[src/rtl/irtx_pkg.sv]
package irtx_pkg;

    localparam int BYTE_W     = 8;
    localparam int FLAG_W     = 8;
    localparam int FCS_W      = 16;
    localparam int FLAG_IDX_W = $clog2(FLAG_W);

    localparam logic [FLAG_W-1:0] FLAG_PAT   = 8'h7E;
    localparam logic [FCS_W-1:0]  CRC_PRESET = 16'hFFFF;
    localparam logic [FCS_W-1:0]  CRC_POLY_R = 16'h8408;

    typedef enum logic [2:0] {
        ST_IDLE,
        ST_OPEN,
        ST_BYTE,
        ST_FCS,
        ST_CLOSE,
        ST_ABORT
    } tx_state_e;

    typedef struct packed {
        logic [BYTE_W-1:0] data;
        logic              last;
    } tx_byte_t;

    function automatic logic [FCS_W-1:0] crc_step(input logic [FCS_W-1:0] c, input logic b);
        logic fb;
        fb = c[0] ^ b;
        crc_step = {1'b0, c[FCS_W-1:1]} ^ (fb ? CRC_POLY_R : '0);
    endfunction

endpackage

[src/rtl/irtx_feed.sv]
module irtx_feed
    import irtx_pkg::*;
(
    input  logic              clk,
    input  logic              rst,
    input  logic              enable,
    input  logic [BYTE_W-1:0] in_data,
    input  logic              in_valid,
    input  logic              in_last,
    output logic              in_ready,
    input  logic              take,
    output logic              hold_valid,
    output tx_byte_t          hold
);

    assign in_ready = enable && !hold_valid;

    always_ff @(posedge clk) begin
        if (rst) begin
            hold_valid <= 1'b0;
            hold       <= '0;
        end else begin
            if (take) begin
                hold_valid <= 1'b0;
            end
            if (in_valid && in_ready) begin
                hold_valid <= 1'b1;
                hold.data  <= in_data;
                hold.last  <= in_last;
            end
        end
    end

endmodule

[src/rtl/irtx_crc.sv]
module irtx_crc
    import irtx_pkg::*;
(
    input  logic clk,
    input  logic rst,
    input  logic init,
    input  logic step,
    input  logic shift,
    input  logic bit_in,
    output logic fcs_bit
);

    logic [FCS_W-1:0] crc;

    assign fcs_bit = ~crc[0];

    always_ff @(posedge clk) begin
        if (rst || init) begin
            crc <= CRC_PRESET;
        end else if (step) begin
            crc <= crc_step(crc, bit_in);
        end else if (shift) begin
            crc <= {1'b1, crc[FCS_W-1:1]};
        end
    end

endmodule

[src/rtl/irtx_stuff.sv]
module irtx_stuff #(
    parameter int RUN = 5
) (
    input  logic clk,
    input  logic rst,
    input  logic clear,
    input  logic advance,
    input  logic bit_in,
    output logic stuff_due
);

    localparam int CW = $clog2(RUN + 1);

    logic [CW-1:0] ones;

    assign stuff_due = (ones == CW'(RUN));

    always_ff @(posedge clk) begin
        if (rst || clear) begin
            ones <= '0;
        end else if (advance) begin
            ones <= bit_in ? ones + 1'b1 : '0;
        end
    end

endmodule

[src/rtl/irtx_framer.sv]
module irtx_framer
    import irtx_pkg::*;
#(
    parameter int STUFF_RUN  = 5,
    parameter int ABORT_ONES = 8
) (
    input  logic              clk,
    input  logic              rst,
    input  logic              enable,
    input  logic              ctrl_present,
    input  logic [BYTE_W-1:0] in_data,
    input  logic              in_valid,
    input  logic              in_last,
    output logic              in_ready,
    input  logic              bit_strobe,
    output logic              tx_bit,
    output logic              tx_frame,
    input  logic              clr_underrun,
    output logic              underrun,
    output logic              irq
);

    localparam int CNT_MAX = (ABORT_ONES > 2 * FLAG_W) ? ABORT_ONES : 2 * FLAG_W;
    localparam int CNT_W   = $clog2(CNT_MAX + 1);

    tx_state_e         st;
    logic [CNT_W-1:0]  bcnt;
    logic [BYTE_W-1:0] sh;
    logic              cur_last;
    logic              ctrl_q;

    logic     hold_valid;
    tx_byte_t hold;
    logic     take;
    logic     stuff_due, stuff_now, counted, field_bit;
    logic     fcs_bit;
    logic     byte_end, start;

    assign tx_frame  = (st != ST_IDLE);
    assign counted   = (st == ST_BYTE) || (st == ST_FCS);
    assign stuff_now = bit_strobe && stuff_due && (counted || st == ST_CLOSE);
    assign field_bit = (st == ST_BYTE) ? sh[0] : fcs_bit;
    assign byte_end  = bit_strobe && !stuff_now && (st == ST_BYTE) && (bcnt == CNT_W'(BYTE_W - 1));
    assign start     = bit_strobe && (st == ST_IDLE) && enable && hold_valid;
    assign take      = (bit_strobe && (st == ST_OPEN) && (bcnt == CNT_W'(2 * FLAG_W - 1)))
                     || (byte_end && !cur_last && hold_valid);

    irtx_feed u_feed (
        .clk        (clk),
        .rst        (rst),
        .enable     (enable),
        .in_data    (in_data),
        .in_valid   (in_valid),
        .in_last    (in_last),
        .in_ready   (in_ready),
        .take       (take),
        .hold_valid (hold_valid),
        .hold       (hold)
    );

    irtx_crc u_crc (
        .clk     (clk),
        .rst     (rst),
        .init    (start),
        .step    (bit_strobe && !stuff_now && st == ST_BYTE),
        .shift   (bit_strobe && !stuff_now && st == ST_FCS),
        .bit_in  (sh[0]),
        .fcs_bit (fcs_bit)
    );

    irtx_stuff #(.RUN(STUFF_RUN)) u_stuff (
        .clk       (clk),
        .rst       (rst),
        .clear     (bit_strobe && (stuff_now || !counted)),
        .advance   (bit_strobe && counted),
        .bit_in    (field_bit),
        .stuff_due (stuff_due)
    );

    always_ff @(posedge clk) begin
        if (rst) begin
            st       <= ST_IDLE;
            bcnt     <= '0;
            sh       <= '0;
            cur_last <= 1'b0;
            ctrl_q   <= 1'b0;
            tx_bit   <= 1'b1;
            underrun <= 1'b0;
            irq      <= 1'b0;
        end else begin
            irq <= 1'b0;
            if (clr_underrun) begin
                underrun <= 1'b0;
            end
            if (bit_strobe) begin
                case (st)
                    ST_IDLE: begin
                        tx_bit <= 1'b1;
                        if (start) begin
                            st     <= ST_OPEN;
                            tx_bit <= FLAG_PAT[0];
                            bcnt   <= CNT_W'(1);
                            ctrl_q <= ctrl_present;
                        end
                    end
                    ST_OPEN: begin
                        tx_bit <= FLAG_PAT[bcnt[FLAG_IDX_W-1:0]];
                        if (bcnt == CNT_W'(2 * FLAG_W - 1)) begin
                            st       <= ST_BYTE;
                            bcnt     <= '0;
                            sh       <= hold.data;
                            cur_last <= hold.last && !ctrl_q;
                        end else begin
                            bcnt <= bcnt + 1'b1;
                        end
                    end
                    ST_BYTE: begin
                        if (stuff_now) begin
                            tx_bit <= 1'b0;
                        end else begin
                            tx_bit <= sh[0];
                            sh     <= sh >> 1;
                            bcnt   <= bcnt + 1'b1;
                            if (byte_end) begin
                                bcnt <= '0;
                                if (cur_last) begin
                                    st <= ST_FCS;
                                end else if (hold_valid) begin
                                    sh       <= hold.data;
                                    cur_last <= hold.last;
                                end else begin
                                    st       <= ST_ABORT;
                                    irq      <= 1'b1;
                                    underrun <= 1'b1;
                                end
                            end
                        end
                    end
                    ST_FCS: begin
                        if (stuff_now) begin
                            tx_bit <= 1'b0;
                        end else begin
                            tx_bit <= fcs_bit;
                            if (bcnt == CNT_W'(FCS_W - 1)) begin
                                st   <= ST_CLOSE;
                                bcnt <= '0;
                            end else begin
                                bcnt <= bcnt + 1'b1;
                            end
                        end
                    end
                    ST_CLOSE: begin
                        if (stuff_now) begin
                            tx_bit <= 1'b0;
                        end else if (bcnt == CNT_W'(FLAG_W)) begin
                            tx_bit <= 1'b1;
                            st     <= ST_IDLE;
                            bcnt   <= '0;
                        end else begin
                            tx_bit <= FLAG_PAT[bcnt[FLAG_IDX_W-1:0]];
                            bcnt   <= bcnt + 1'b1;
                        end
                    end
                    ST_ABORT: begin
                        tx_bit <= 1'b1;
                        if (bcnt == CNT_W'(ABORT_ONES - 1)) begin
                            st   <= ST_IDLE;
                            bcnt <= '0;
                        end else begin
                            bcnt <= bcnt + 1'b1;
                        end
                    end
                    default: st <= ST_IDLE;
                endcase
            end
        end
    end

endmodule

[config.mk]
export PLATFORM = sky130hd
export DESIGN_NAME = irtx_framer
export DESIGN_NICKNAME = d
export VERILOG_FILES = /design/src/rtl/irtx_pkg.sv /design/src/rtl/irtx_feed.sv /design/src/rtl/irtx_crc.sv /design/src/rtl/irtx_stuff.sv /design/src/rtl/irtx_framer.sv
export SDC_FILE = /design/constraint.sdc
export NUM_CORES = 1
export LEC_CHECK = 0
export ABC_AREA = 0
export BUFFER_PORTS_ARGS = -buffer_cell sky130_fd_sc_hd__buf_2
export CORE_UTILIZATION = 30
export DETAILED_ROUTE_END_ITERATION = 8
export PLACE_DENSITY = 0.5
export SLEW_MARGIN = 30
export SYNTH_ARGS = -nofsm -noshare
export SYNTH_HDL_FRONTEND = slang
export SYNTH_SLANG_ARGS = --single-unit
[constraint.sdc]
create_clock -name clk -period 6.3 [get_ports clk]
set_input_delay 1.26 -clock clk [delete_from_list [all_inputs] [get_ports clk]]
set_output_delay 1.26 -clock clk [all_outputs]
set_load 0.02 [all_outputs]
After elaboration in Yosys (flattened, before gate mapping)
Memories as Yosys holds them, arrays and structs flattened. A register that Yosys moved wholly into a read port is not among the register bits.
Cells that the tools add are included.
{"block": "word_totals", "ff_bits": 50, "rom_bits": 8, "out_inout_bits": 5, "mem_count": 1}
{"block": "op_classes", "add_sub_neg": 2, "magnitude_cmp": 1, "eq_ne": 19, "n_mux": 57, "n_bitwise": 6, "n_reduce_logical": 42}
{"name": "(name not given)", "words": 8, "width": 1, "rd": 1, "rd_clocked_by_memory_dff": 1, "wr": 0, "line_no": "irtx_framer.sv:160", "source": "tx_bit <= FLAG_PAT[bcnt[FLAG_IDX_W-1:0]];"}
{"cell": "16-bit two-way mux", "n": 3}
{"cell": "3-bit two-way mux", "n": 14}
{"cell": "5-bit two-way mux", "n": 8}
{"cell": "8-bit two-way mux", "n": 5}
{"cell": "5-bit case mux with 6 select lines", "n": 1}
{"cell": "1-bit two-way mux", "n": 22}
{"cell": "1-bit logical AND", "n": 18}
{"cell": "3-bit case mux with 6 select lines", "n": 1}
{"cell": "8-bit case mux with 2 select lines", "n": 1}
{"cell": "15-bit by 16-bit bitwise XOR with 16-bit output", "n": 1}
{"cell": "11-bit AND reduction", "n": 1}
{"cell": "5-bit by 4-bit == test with 1-bit output (second input constant)", "n": 2}
{"cell": "2-bit inequality test (second input constant)", "n": 5}
{"cell": "3-bit == test (second input constant)", "n": 3}
{"cell": "2-bit by 1-bit inequality test with 1-bit output (second input constant)", "n": 4}
{"cell": "3-bit by 2-bit == test with 1-bit output (second input constant)", "n": 2}
{"cell": "1-bit logical OR", "n": 6}
{"cell": "1-bit case mux with 6 select lines", "n": 1}
{"cell": "6-bit AND reduction", "n": 1}
{"cell": "2-bit nonzero test", "n": 3}
{"cell": "6-bit nonzero test", "n": 1}
{"cell": "6-bit OR reduction", "n": 1}
{"cell": "5-bit by 1-bit adder with 5-bit output (second input constant)", "n": 1}
{"cell": "5-bit by 3-bit == test with 1-bit output (second input constant)", "n": 1}
{"cell": "14 further kinds", "n": 21}

Longest topological paths before layout
{"block": "depth", "depth_word": 13, "mapped_depth": 10}

By module
From an unflattened synthesis, not the netlist that was laid out.
{"block": "hier_totals", "cells_unflattened": 318, "area_unflattened_um2": 2748.9}
{"module": "irtx_framer", "instances": 1, "cells_per_inst": 183, "area_each_um2": 1507.7, "seq_area_each_um2": 440.4}
{"module": "irtx_crc", "instances": 1, "cells_per_inst": 73, "area_each_um2": 609.3, "seq_area_each_um2": 320.3}
{"module": "irtx_feed", "instances": 1, "cells_per_inst": 44, "area_each_um2": 462.9, "seq_area_each_um2": 200.2}
{"module": "irtx_stuff", "instances": 1, "cells_per_inst": 18, "area_each_um2": 168.9, "seq_area_each_um2": 60.1}

Worst setup path before layout
OpenSTA, ideal clock, no wires.
{"block": "synth_path", "path_kind": "input port to output port", "startpoint": "input enable", "endpoint": "output in_ready", "arrival_ns": 1.799, "required_time_ns": 5.040, "path_slack_ns": 3.241, "cell_stages": 2, "cell_sequence": "nor2b_1 -> buf_1"}
{"block": "synth_via", "elab_chain_cells": 1}
{"element": "start: declaration", "line_no": "irtx_framer.sv:9", "source": "input logic enable,"}
{"element": "1-bit logical AND", "line_no": "irtx_feed.sv:16", "source": "assign in_ready = enable && !hold_valid;"}
{"element": "end: declaration", "line_no": "irtx_framer.sv:14", "source": "output logic in_ready,"}
No other way between the ends.

Worst setup path after layout
Ends and elaborated chain as after synthesis.

==> metrics.cfg <==
[drt]
dr.first_iter.drc_count=110
wl_um=5340
drc=0
vias=2082
dr.pass1.iters=4
viasPerCell=4.93
avgRoutedWirePerCell_um=12.6
ant_nets=0

[placement]
place_ws_ns=2.75
dp_cells=414
dpl.hpwl_um=3690
gp_congestion=0.832
portBuffers=20

[power]
netSwitchingPower_mw=0.144
power_density_nw_per_um2=209
internal_power_mw=0.432
p_leak_nw=1.03
ir_drop_mv=0.0768
clkPwrFrac_pct=35.4
p_seq_share_pct=57.8
pwr-share-comb_pct=6.8
switching_share_pct=25.0

[layout]
drive_gt1_share_pct=14.8
diodes=0
final_nets=338
fin_cells=422
area_growth_syn_to_layout_pct=9.75

[floorplan]
io_pins=21
start_util_pct=30.8
die_h_um=93.6
dieArea_um2=8750
fp-row-count=33
chipWidth_um=93.6
coreArea_um2=8180

[timing]
worst_pin_slew_ns=0.745
hold_viol_final=0
tns_ns=0
worst_clock_skew_ns=0.00872
holdWs_ns=0.463
clock.fmax_ghz=0.282
finalWorstSetupSlack_ns=2.76
layout_min_cycle_time_ns=3.54
final.period_utilization_pct=56.3
rsz0062_at_grt=false
slew_viol_final=0
max-slew-margin-rel_pct=50.2
final-setup-viol-count=0

[setup_path]
worst-setup-path-type=primary input to output port
worstPathArrival_ns=2.28
worst_ep_required_time_ns=5.04
path_max_fanout=11
start_kind=primary input
endpoint_kind=output port

[clock_network]
clock_latency_ns=0.30
cts_buffers=5
cts_tree=yes
cts.sinks=51
cts_buffer_depth=2
post-cts-setup-buffers=0
cts_root_buf=clkbuf_8
cts_resized=0
cts_hold_buf=0
clkTransAtPathRegs_ns=0.10
htreeDepth=2

[global_routing]
grt_pass1_vias=1906
grt_pass1_wl_um=9270
track_usage_pct=13.2
grt-ovfl-total=0
grt_max_degree=35
antenna_found_initial=0

[synth]
netlist_area_um2=2510
synth_edf_count=0
syn-num-nets=328
synth-async-reset-ratio_pct=0
yosysUniqueCellTypes=50
ys_ff_latch=51
ys_seq_area_share_pct=40.6
synth.avg_cell_area_um2=8.22
synthCells=306
synth_flop_cell=dfxtp_1
yosysWarnings=0

[status]
status=finished, final reports clean

[worst_hold_path]
hold_path_class=flop to flop

[flow_run]
cap_violations=0

-- layout by cell type, fill, tap and decap left out, types with 4 or more instances in the layout --
cell       n
nand3_1   29
nand2_1   56
xor2_1     4
ha_1       6
inv_1     10
a211oi_1   9
mux2i_1   10
clkbuf_8   6
o21ai_0    8
nand2b_1   5
buf_2     20
nor2_1    24
a21oi_1   25
dfxtp_1   51
o211ai_1   5
-- cells by family (layout without fill, tap and decap cells) --
| logic type | after synthesis | after routing | synth area share [%] |
|---|---|---|---|
| simple gates | 135 | 135 | 26.0 |
| compound gates | 72 | 72 | 19.5 |
| flops | 51 | 51 | 40.6 |
| buf+inv | 27 | 38 | 5.12 |
| mux | 11 | 11 | 4.43 |
| fa+ha+maj | 6 | 6 | 2.98 |
| xor+xnor | 4 | 4 | 1.39 |
-- through the flow --
step	utilization, %	power [mW]	area [um2]
detailed placement	32.5	0.379	2660
floorplan	-	0.367	2510
CTS	33.7	0.584	2760
global route	33.8	0.602	2760
global placement	32.5	0.379	2660
finish	33.8	0.576	2760
-- power by group through the flow --
stage               clock network, mW  registers (mW)  logic, mW
detailed placement                  0           0.340     0.0393
CTS                             0.211           0.333     0.0396
global route                    0.225           0.334     0.0438
floorplan                           0           0.338     0.0294
global placement                    0           0.340     0.0390
finish                          0.204           0.333     0.0394
-- cell type report --
class / count / area, um2
Multi-Input combinational cell: 228 / 1370
Timing Repair Buffer: 20 / 100
Sequential cell: 51 / 1020
Tap cell: 105 / 131
Clock inverter: 2 / 16.3
Clock buffer: 6 / 82.6
Inverter: 10 / 37.5
Fill cell: 879 / 5420
-- worst max-delay path: stages --
cell     delay [ns]
buf_2          0.12
nor2b_1        0.61
buf_2          0.29
-- synthesized netlist by cell type (2+ instances only) --
library cell,number,area [um2]
a211oi_1,9,67.6
a21bo_2,3,30.0
a21boi_1,2,15.0
a21oi_1,26,130
a31o_2,2,17.5
a32oi_1,3,26.3
and2_1,2,12.5
buf_2,7,35.0
buf_6,2,22.5
clkbuf_1,6,22.5
dfxtp_1,51,1020
ha_1,6,75.1
inv_1,10,37.5
mux2i_1,10,100
nand2_1,56,210
nand2b_1,5,31.3
nand3_1,29,145
nand3b_1,3,22.5
nor2_1,25,93.8
nor3_1,3,15.0
o211ai_1,5,37.5
o21ai_0,8,40.0
o21ai_1,2,10.0
o31ai_1,2,15.0
xor2_1,4,35.0
-- state kept, by name, summed over array words and instances, names as in the netlist, named ones only --
register	cells
u_stuff.ones	3
ctrl_q	1
u_crc.crc	16
underrun	1
u_feed.hold	9
irq	1
tx_bit	1
st	3
u_feed.hold_valid	1
cur_last	1
bcnt	5
sh	8
-- layer usage --
layer | global-route usage (%) | vias up | routed length (um)
li1 | - | 1085 | -
met1 | 19.1 | 956 | 2920
met2 | 19.7 | 35 | 2220
met3 | 2.68 | 6 | 132
met4 | 3.33 | 0 | 67
met5 | 0 | - | 0
-- final timing paths --
kind         slack [ns]           start  cells past startpoint              to
max                2.76          enable                      3        in_ready
min                0.46  u_feed.hold[4]                      2  u_feed.hold[4]
max reg2reg        4.03         bcnt[0]                     10            flop
min reg2reg        0.46  u_feed.hold[4]                      2  u_feed.hold[4]
(Power assumes the default switching activity.)
